$ cat config.mk
export PLATFORM = sky130hd
export DESIGN_NAME = conv_host
export DESIGN_NICKNAME = d
export VERILOG_FILES = /design/src/rtl/conv_host_pkg.sv /design/src/rtl/conv_host_clkdiv.sv /design/src/rtl/conv_host_txsr.sv /design/src/rtl/conv_host_rxsr.sv /design/src/rtl/conv_host.sv
export SDC_FILE = /design/constraint.sdc
export NUM_CORES = 1
export LEC_CHECK = 0
export BUFFER_PORTS_ARGS = -buffer_cell sky130_fd_sc_hd__buf_2
export CAP_MARGIN = 20
export CORE_MARGIN = 2
export CORE_UTILIZATION = 55
export DETAILED_ROUTE_END_ITERATION = 8
export PLACE_DENSITY_LB_ADDON = 0.25
export SLEW_MARGIN = 5
export SYNTH_ARGS = -nofsm -noshare
export SYNTH_HDL_FRONTEND = slang
export SYNTH_SLANG_ARGS = --single-unit
export TNS_END_PERCENT = 20
$ cat constraint.sdc
create_clock -name clk -period 7.85 [get_ports clk]
set_input_delay 0.785 -clock clk [delete_from_list [all_inputs] [get_ports clk]]
set_output_delay 0.785 -clock clk [all_outputs]
set_load 0.02 [all_outputs]
$ cat src/rtl/conv_host_pkg.sv
package conv_host_pkg;

    typedef enum logic [1:0] {
        OP_WRITE   = 2'd0,
        OP_READ    = 2'd1,
        OP_POLL    = 2'd2,
        OP_RECOVER = 2'd3
    } host_op_e;

    typedef enum logic [2:0] {
        PH_IDLE  = 3'd0,
        PH_CMD   = 3'd1,
        PH_WDATA = 3'd2,
        PH_RDATA = 3'd3,
        PH_RREAD = 3'd4,
        PH_RONES = 3'd5
    } host_phase_e;

endpackage

$ cat src/rtl/conv_host_clkdiv.sv
module conv_host_clkdiv #(
    parameter int DIVW = 8
) (
    input  logic            clk,
    input  logic            rst_n,
    input  logic            run,
    input  logic [DIVW-1:0] half_len,
    output logic            tick
);

    logic [DIVW-1:0] cnt_d, cnt_q;

    always_comb begin
        tick  = run && (cnt_q == half_len);
        cnt_d = (!run || tick) ? '0 : cnt_q + 1'b1;
    end

    always_ff @(posedge clk or negedge rst_n) begin
        if (!rst_n) cnt_q <= '0;
        else        cnt_q <= cnt_d;
    end

endmodule

$ cat src/rtl/conv_host_txsr.sv
module conv_host_txsr #(
    parameter int W = 24
) (
    input  logic         clk,
    input  logic         rst_n,
    input  logic         load,
    input  logic [W-1:0] load_val,
    input  logic         shift,
    input  logic         park,
    output logic         bit_o
);

    logic [W-1:0] sh_d, sh_q;
    logic         out_d, out_q;

    always_comb begin
        sh_d  = sh_q;
        out_d = out_q;
        if (load) begin
            sh_d = load_val;
        end else if (shift) begin
            out_d = sh_q[W-1];
            sh_d  = {sh_q[W-2:0], 1'b1};
        end
        if (park) out_d = 1'b1;
    end

    always_ff @(posedge clk or negedge rst_n) begin
        if (!rst_n) begin
            sh_q  <= '1;
            out_q <= 1'b1;
        end else begin
            sh_q  <= sh_d;
            out_q <= out_d;
        end
    end

    assign bit_o = out_q;

endmodule

$ cat src/rtl/conv_host_rxsr.sv
module conv_host_rxsr #(
    parameter int W = 24
) (
    input  logic         clk,
    input  logic         rst_n,
    input  logic         clr,
    input  logic         shift,
    input  logic         din,
    output logic [W-1:0] nxt
);

    logic [W-2:0] sh_d, sh_q;

    always_comb begin
        nxt  = {sh_q, din};
        sh_d = sh_q;
        if (clr)        sh_d = '0;
        else if (shift) sh_d = nxt[W-2:0];
    end

    always_ff @(posedge clk or negedge rst_n) begin
        if (!rst_n) sh_q <= '0;
        else        sh_q <= sh_d;
    end

endmodule

$ cat src/rtl/conv_host.sv
module conv_host
    import conv_host_pkg::*;
#(
    parameter int DIVW       = 8,
    parameter int BYTEW      = 8,
    parameter int MAXB       = 3,
    parameter int RECOV_READ = 24,
    parameter int RECOV_ONES = 32,
    localparam int DATAW     = BYTEW * MAXB,
    localparam int NBW       = $clog2(MAXB + 1)
) (
    input  logic             clk,
    input  logic             rst_n,
    input  logic             cmd_valid,
    input  logic [1:0]       cmd_op,
    input  logic [BYTEW-1:0] cmd_byte,
    input  logic [NBW-1:0]   cmd_len,
    input  logic [DATAW-1:0] wr_data,
    input  logic [DIVW-1:0]  div_half,
    input  logic             shared_line,
    input  logic             cs_tied,
    input  logic             cs_sel,
    input  logic             upd_tick,
    input  logic             sdi,
    output logic             busy,
    output logic             done,
    output logic [DATAW-1:0] rd_data,
    output logic             conv_ready,
    output logic             reconfig_req,
    output logic             late_read,
    output logic             sclk,
    output logic             cs_n,
    output logic             sdo,
    output logic             sdo_oe
);

    localparam int LEN_A  = (RECOV_ONES > DATAW) ? RECOV_ONES : DATAW;
    localparam int MAXLEN = (RECOV_READ > LEN_A) ? RECOV_READ : LEN_A;
    localparam int CNTW   = $clog2(MAXLEN + 1);
    localparam int TXW    = (DATAW > BYTEW) ? DATAW : BYTEW + 1;

    typedef struct packed {
        host_phase_e      ph;
        host_op_e         op;
        logic [NBW-1:0]   nby;
        logic             shared;
        logic [DIVW-1:0]  div;
        logic [DATAW-1:0] wdata;
        logic             sclk;
        logic [CNTW-1:0]  cnt;
        logic             done;
        logic [DATAW-1:0] rd;
        logic             ready;
        logic             reconfig;
        logic             late;
        logic             cs_n;
    } host_state_t;

    host_state_t d, q;

    logic             tick;
    logic             tx_load, tx_shift, tx_park;
    logic [TXW-1:0]   tx_val;
    logic             rx_clr, rx_shift;
    logic [DATAW-1:0] rx_nxt;
    logic [CNTW-1:0]  len_m1;
    logic [NBW-1:0]   n_acc;
    logic             is_read_op;
    logic             shared_mode;

    conv_host_clkdiv #(.DIVW(DIVW)) i_div (
        .clk      (clk),
        .rst_n    (rst_n),
        .run      (q.ph != PH_IDLE),
        .half_len (q.div),
        .tick     (tick)
    );

    conv_host_txsr #(.W(TXW)) i_tx (
        .clk      (clk),
        .rst_n    (rst_n),
        .load     (tx_load),
        .load_val (tx_val),
        .shift    (tx_shift),
        .park     (tx_park),
        .bit_o    (sdo)
    );

    conv_host_rxsr #(.W(DATAW)) i_rx (
        .clk   (clk),
        .rst_n (rst_n),
        .clr   (rx_clr),
        .shift (rx_shift),
        .din   (sdi),
        .nxt   (rx_nxt)
    );

    // Effective byte count at accept: zero means one, polls always one.
    always_comb begin
        if (cmd_op == OP_POLL || cmd_len == '0)  n_acc = NBW'(1);
        else if (int'(cmd_len) > MAXB)           n_acc = NBW'(MAXB);
        else                                     n_acc = cmd_len;
    end

    // Number of serial clocks in the current phase, minus one.
    always_comb begin
        case (q.ph)
            PH_CMD:             len_m1 = CNTW'(BYTEW - 1);
            PH_WDATA, PH_RDATA: len_m1 = CNTW'(BYTEW * int'(q.nby) - 1);
            PH_RREAD:           len_m1 = CNTW'(RECOV_READ - 1);
            PH_RONES:           len_m1 = CNTW'(RECOV_ONES - 1);
            default:            len_m1 = '0;
        endcase
    end

    assign is_read_op = (q.op == OP_READ) || (q.op == OP_POLL);

    always_comb begin
        d        = q;
        d.done   = 1'b0;
        d.late   = upd_tick && (q.ph != PH_IDLE) && is_read_op;
        d.cs_n   = cs_tied ? 1'b0 : !cs_sel;
        tx_load  = 1'b0;
        tx_val   = '1;
        tx_shift = 1'b0;
        tx_park  = 1'b0;
        rx_clr   = 1'b0;
        rx_shift = 1'b0;

        if (q.ph == PH_IDLE) begin
            if (cmd_valid) begin
                d.op     = host_op_e'(cmd_op);
                d.nby    = n_acc;
                d.shared = shared_line;
                d.div    = div_half;
                d.wdata  = wr_data;
                d.cnt    = '0;
                if (host_op_e'(cmd_op) == OP_RECOVER) begin
                    if (shared_line) begin
                        d.ph   = PH_RREAD;
                        rx_clr = 1'b1;
                    end else begin
                        d.ph   = PH_RONES;
                    end
                    tx_load = 1'b1;
                end else begin
                    d.ph    = PH_CMD;
                    tx_load = 1'b1;
                    tx_val  = {cmd_byte, {(TXW-BYTEW){1'b1}}};
                    if (host_op_e'(cmd_op) == OP_WRITE) d.reconfig = 1'b0;
                end
            end
        end else if (tick) begin
            if (q.sclk) begin
                d.sclk   = 1'b0;
                tx_shift = 1'b1;
            end else begin
                d.sclk   = 1'b1;
                rx_shift = (q.ph == PH_RDATA) || (q.ph == PH_RREAD);
                d.cnt    = q.cnt + 1'b1;
                if (q.cnt == len_m1) begin
                    d.cnt = '0;
                    case (q.ph)
                        PH_CMD: begin
                            tx_load = 1'b1;
                            if (q.op == OP_WRITE) begin
                                d.ph   = PH_WDATA;
                                tx_val = TXW'(q.wdata) << (TXW - BYTEW * int'(q.nby));
                            end else begin
                                d.ph   = PH_RDATA;
                                rx_clr = 1'b1;
                            end
                        end
                        PH_RREAD: begin
                            d.ph    = PH_RONES;
                            tx_load = 1'b1;
                        end
                        PH_RDATA: begin
                            d.ph   = PH_IDLE;
                            d.done = 1'b1;
                            d.rd   = rx_nxt;
                            if (q.op == OP_POLL) d.ready = !rx_nxt[BYTEW-1];
                            tx_park = 1'b1;
                        end
                        PH_RONES: begin
                            d.ph       = PH_IDLE;
                            d.done     = 1'b1;
                            d.reconfig = 1'b1;
                            tx_park    = 1'b1;
                        end
                        default: begin
                            d.ph    = PH_IDLE;
                            d.done  = 1'b1;
                            tx_park = 1'b1;
                        end
                    endcase
                end
            end
        end
    end

    always_ff @(posedge clk or negedge rst_n) begin
        if (!rst_n) begin
            q          <= '0;
            q.ph       <= PH_IDLE;
            q.op       <= OP_WRITE;
            q.sclk     <= 1'b1;
            q.cs_n     <= 1'b1;
        end else begin
            q <= d;
        end
    end

    assign shared_mode  = q.shared;
    assign busy         = (q.ph != PH_IDLE);
    assign done         = q.done;
    assign rd_data      = q.rd;
    assign conv_ready   = q.ready;
    assign reconfig_req = q.reconfig;
    assign late_read    = q.late;
    assign sclk         = q.sclk;
    assign cs_n         = q.cs_n;
    assign sdo_oe       = !q.shared || (q.ph == PH_CMD) || (q.ph == PH_WDATA) ||
                          (q.ph == PH_RONES);

endmodule

==> flow_metrics.tcl <==
set metrics [dict create \
    outcome "finished clean" \
    end_kind "register" \
    min_period_ns 3.81 \
    die_x_um 113 \
    path_clk_slew_ns 0.06 \
    postSynthCellCount 648 \
    crit_arrival_ns 4.14 \
    fp.dieH_um 113 \
    drt_wl_total_um 14500 \
    synth.area.top_cells "dfrtp_1 40%, dfstp_2 11%, nand2_1 8.8%" \
    grt_max_degree 69 \
    seq_area_sq_um 3340 \
    endpoint "i_tx.sh_q[2]" \
    setup_violations 0 \
    antennaDiodeCount 0 \
    synth_most_common_cell "nand2_1" \
    cap_violations 0 \
    synth_seq_cells 132 \
    fin_skew_ns 0.00932 \
    place_area_sq_um 6830 \
    p_per_area_nw_per_um2 347 \
    fin_util_pct 64.3 \
    startpoint "q[70]" \
    netlist.area_leader.share_pct 40.4 \
    ys_warn_count 0 \
    internal_power_mw 1.69 \
    final.setup.tns_ns 0 \
    grt.total_usage_pct 24.0 \
    cts_sinks 132 \
    start_util_pct 56.7 \
    synth_nets 705 \
    placementRows 39 \
    synth_area_sq_um 6500 \
    overflow 0 \
    wire_per_inst_um 17.1 \
    syn_area_per_cell_sq_um 10.0 \
    place.gp.congestion 0.841 \
    r2r_cells 8 \
    combPwrFrac_pct 24.8 \
    grt_pass1_vias 5023 \
    yosysUniqueCellTypes 50 \
    drt_iter0_markers 363 \
    peakVddDrop_uv 162 \
    post-cts-setup-buffers 0 \
    max_slew_margin_pct 41.4 \
    grt_antenna_before_repair 0 \
    p_seq_share_pct 47.4 \
    r2r_start "q[70]" \
    die_area_sq_um 12700 \
    dr_total_vias 4883 \
    max_freq_mhz 263 \
    finalCritPeriodShare_pct 48.5 \
    cts_buffers 17 \
    post_cts_resize_count 0 \
    synth_top_cell_by_area "dfrtp_1" \
    drc_errors 0 \
    ant_nets 0 \
    async_flop_share_pct 100 \
    drive_above_1_share_pct 28.3 \
    hpwl_um 9720 \
    pwr-share-clk_pct 27.8 \
    hold_viol 0 \
    cp_max_fo 24 \
    syn2layout_area_growth_pct 13.4 \
    nets 753 \
    regToRegSetupSlack_ns 4.04 \
    synth-edff-count 0 \
    worstMarginPinSlew_ns 0.878 \
    drtPass1Iterations 6 \
    ys.flop_type "dfrtp_1" \
    leakage_nw 3.72 \
    clock-root-buffer "clkbuf_16" \
    synth_common_cells "152 x nand2_1, 105 x dfrtp_1, 48 x nor2_1, 32 x mux2i_1, 30 x clkbuf_1" \
    required_ns 8.19 \
    cts_buffer_depth 2 \
    io_pins 85 \
    fillers 910 \
    seq_area_frac_synth_pct 51.3 \
    ctsHoldBuffers 0 \
    core-area_sq_um 11500 \
    fin_area_sq_um 7380 \
    r2r-end "i_tx.sh_q[2]" \
    hold_class "input pin to asynchronous set/reset pin" \
    finalMaxSlewViolations 0 \
    clock_latency_ns 0.42 \
    cts_tree "yes" \
    portBuffers 84 \
    h-tree-depth 4 \
    crit_type "register to register" \
    multi_input_area_sq_um 2790 \
    vias_per_cell 5.73 \
    start_kind "register" \
    grt_pass1_wl_um 24100 \
    rsz0062_at_grt "no" \
    net-switching-power_mw 0.867 \
    netSwitchingFraction_pct 33.9 \
    timing.hold.ws_ns 0.457 \
]
==> layout by cell type, fill, tap and decap left out, drive strengths merged, types with 24 or more instances in the layout <==
master	n
buf	92
mux2	32
dfrtp	105
mux2i	32
nor2	48
dfstp	27
o211ai	24
nand4	24
nand2	152
==> flip-flops by register name, indices dropped and copies added, names as in the netlist, 8 cells and up <==
name and count:
i_div.cnt_q 8, i_rx.sh_q 23, i_tx.sh_q 24, q 45
rd_data 24
==> worst min path at each step <==
stage / endpoint / startpoint / depth (start not counted) / slack, ns
3_5_place_dp: shared_mode / shared_mode / 2 / 0.46
5_1_grt: cs_n / cs_tied / 2 / 0.46
4_1_cts: cs_n / cs_tied / 2 / 0.46
2_1_floorplan: shared_mode / shared_mode / 2 / 0.44
3_3_place_gp: shared_mode / shared_mode / 2 / 0.46
6_report: q[62] / rst_n / 1 / 0.46
==> power by group through the flow <==
stage                     registers (mW)  clock network, mW  logic, mW
final                               1.21              0.712      0.635
after global routing                1.25              0.749      0.710
after CTS                           1.21              0.722      0.638
after detailed placement            1.22                  0      0.631
after global placement              1.20                  0      0.593
after floorplan                     1.13                  0      0.506
==> metrics by stage <==
stage	setup WS (ns)	power [mW]	cells
floorplan	4.75	1.63	648
global placement	3.94	1.79	818
detailed placement	4.10	1.85	819
CTS	4.10	2.57	851
global route	3.86	2.71	852
finish	4.04	2.56	852
==> per-layer routing <==
layer | global-route usage (%) | wire (um) | part of all wire (%) | vias up
met5 | 0 | 0 | 0 | -
met3 | 4.71 | 679 | 4.7 | 28
met2 | 39.4 | 7120 | 49 | 139
met4 | 10.0 | 303 | 2.1 | 0
met1 | 31.4 | 6450 | 44 | 2413
li1 | - | - | - | 2303
==> cell type report <==
| cell class | count | area share [%] |
|---|---|---|
| clock buffers | 23 | 6.48 |
| clock inverters | 9 | 0.746 |
| inverters | 9 | 0.458 |
| multi-input cells | 444 | 37.8 |
| flip-flops and latches | 132 | 45.2 |
| well taps | 143 | 2.42 |
| repair buffers | 92 | 6.87 |
==> worst max-delay path: stages, from the launching register on <==
cell      delay (ns)
dfrtp_1         0.80
inv_1           0.19
ha_1            0.37
xnor2_1         0.14
or4_1           0.53
a2111o_1        0.73
and2_1          0.48
buf_16          0.25
o211ai_1        0.22
==> logic make-up after synthesis <==
family                   count (synthesis)  synth area share [%]
AO/OA/AOI/OAI                           89                  10.8
XOR/XNOR                                17                  2.29
adder cells (fa/ha/maj)                  5                 0.962
buffers and inverters                   72                  5.98
flip-flops                             132                  51.3
multiplexers                            64                  10.5
AND/OR/NAND/NOR                        269                  18.2
No activity file was read; power rests on OpenSTA's default activity.
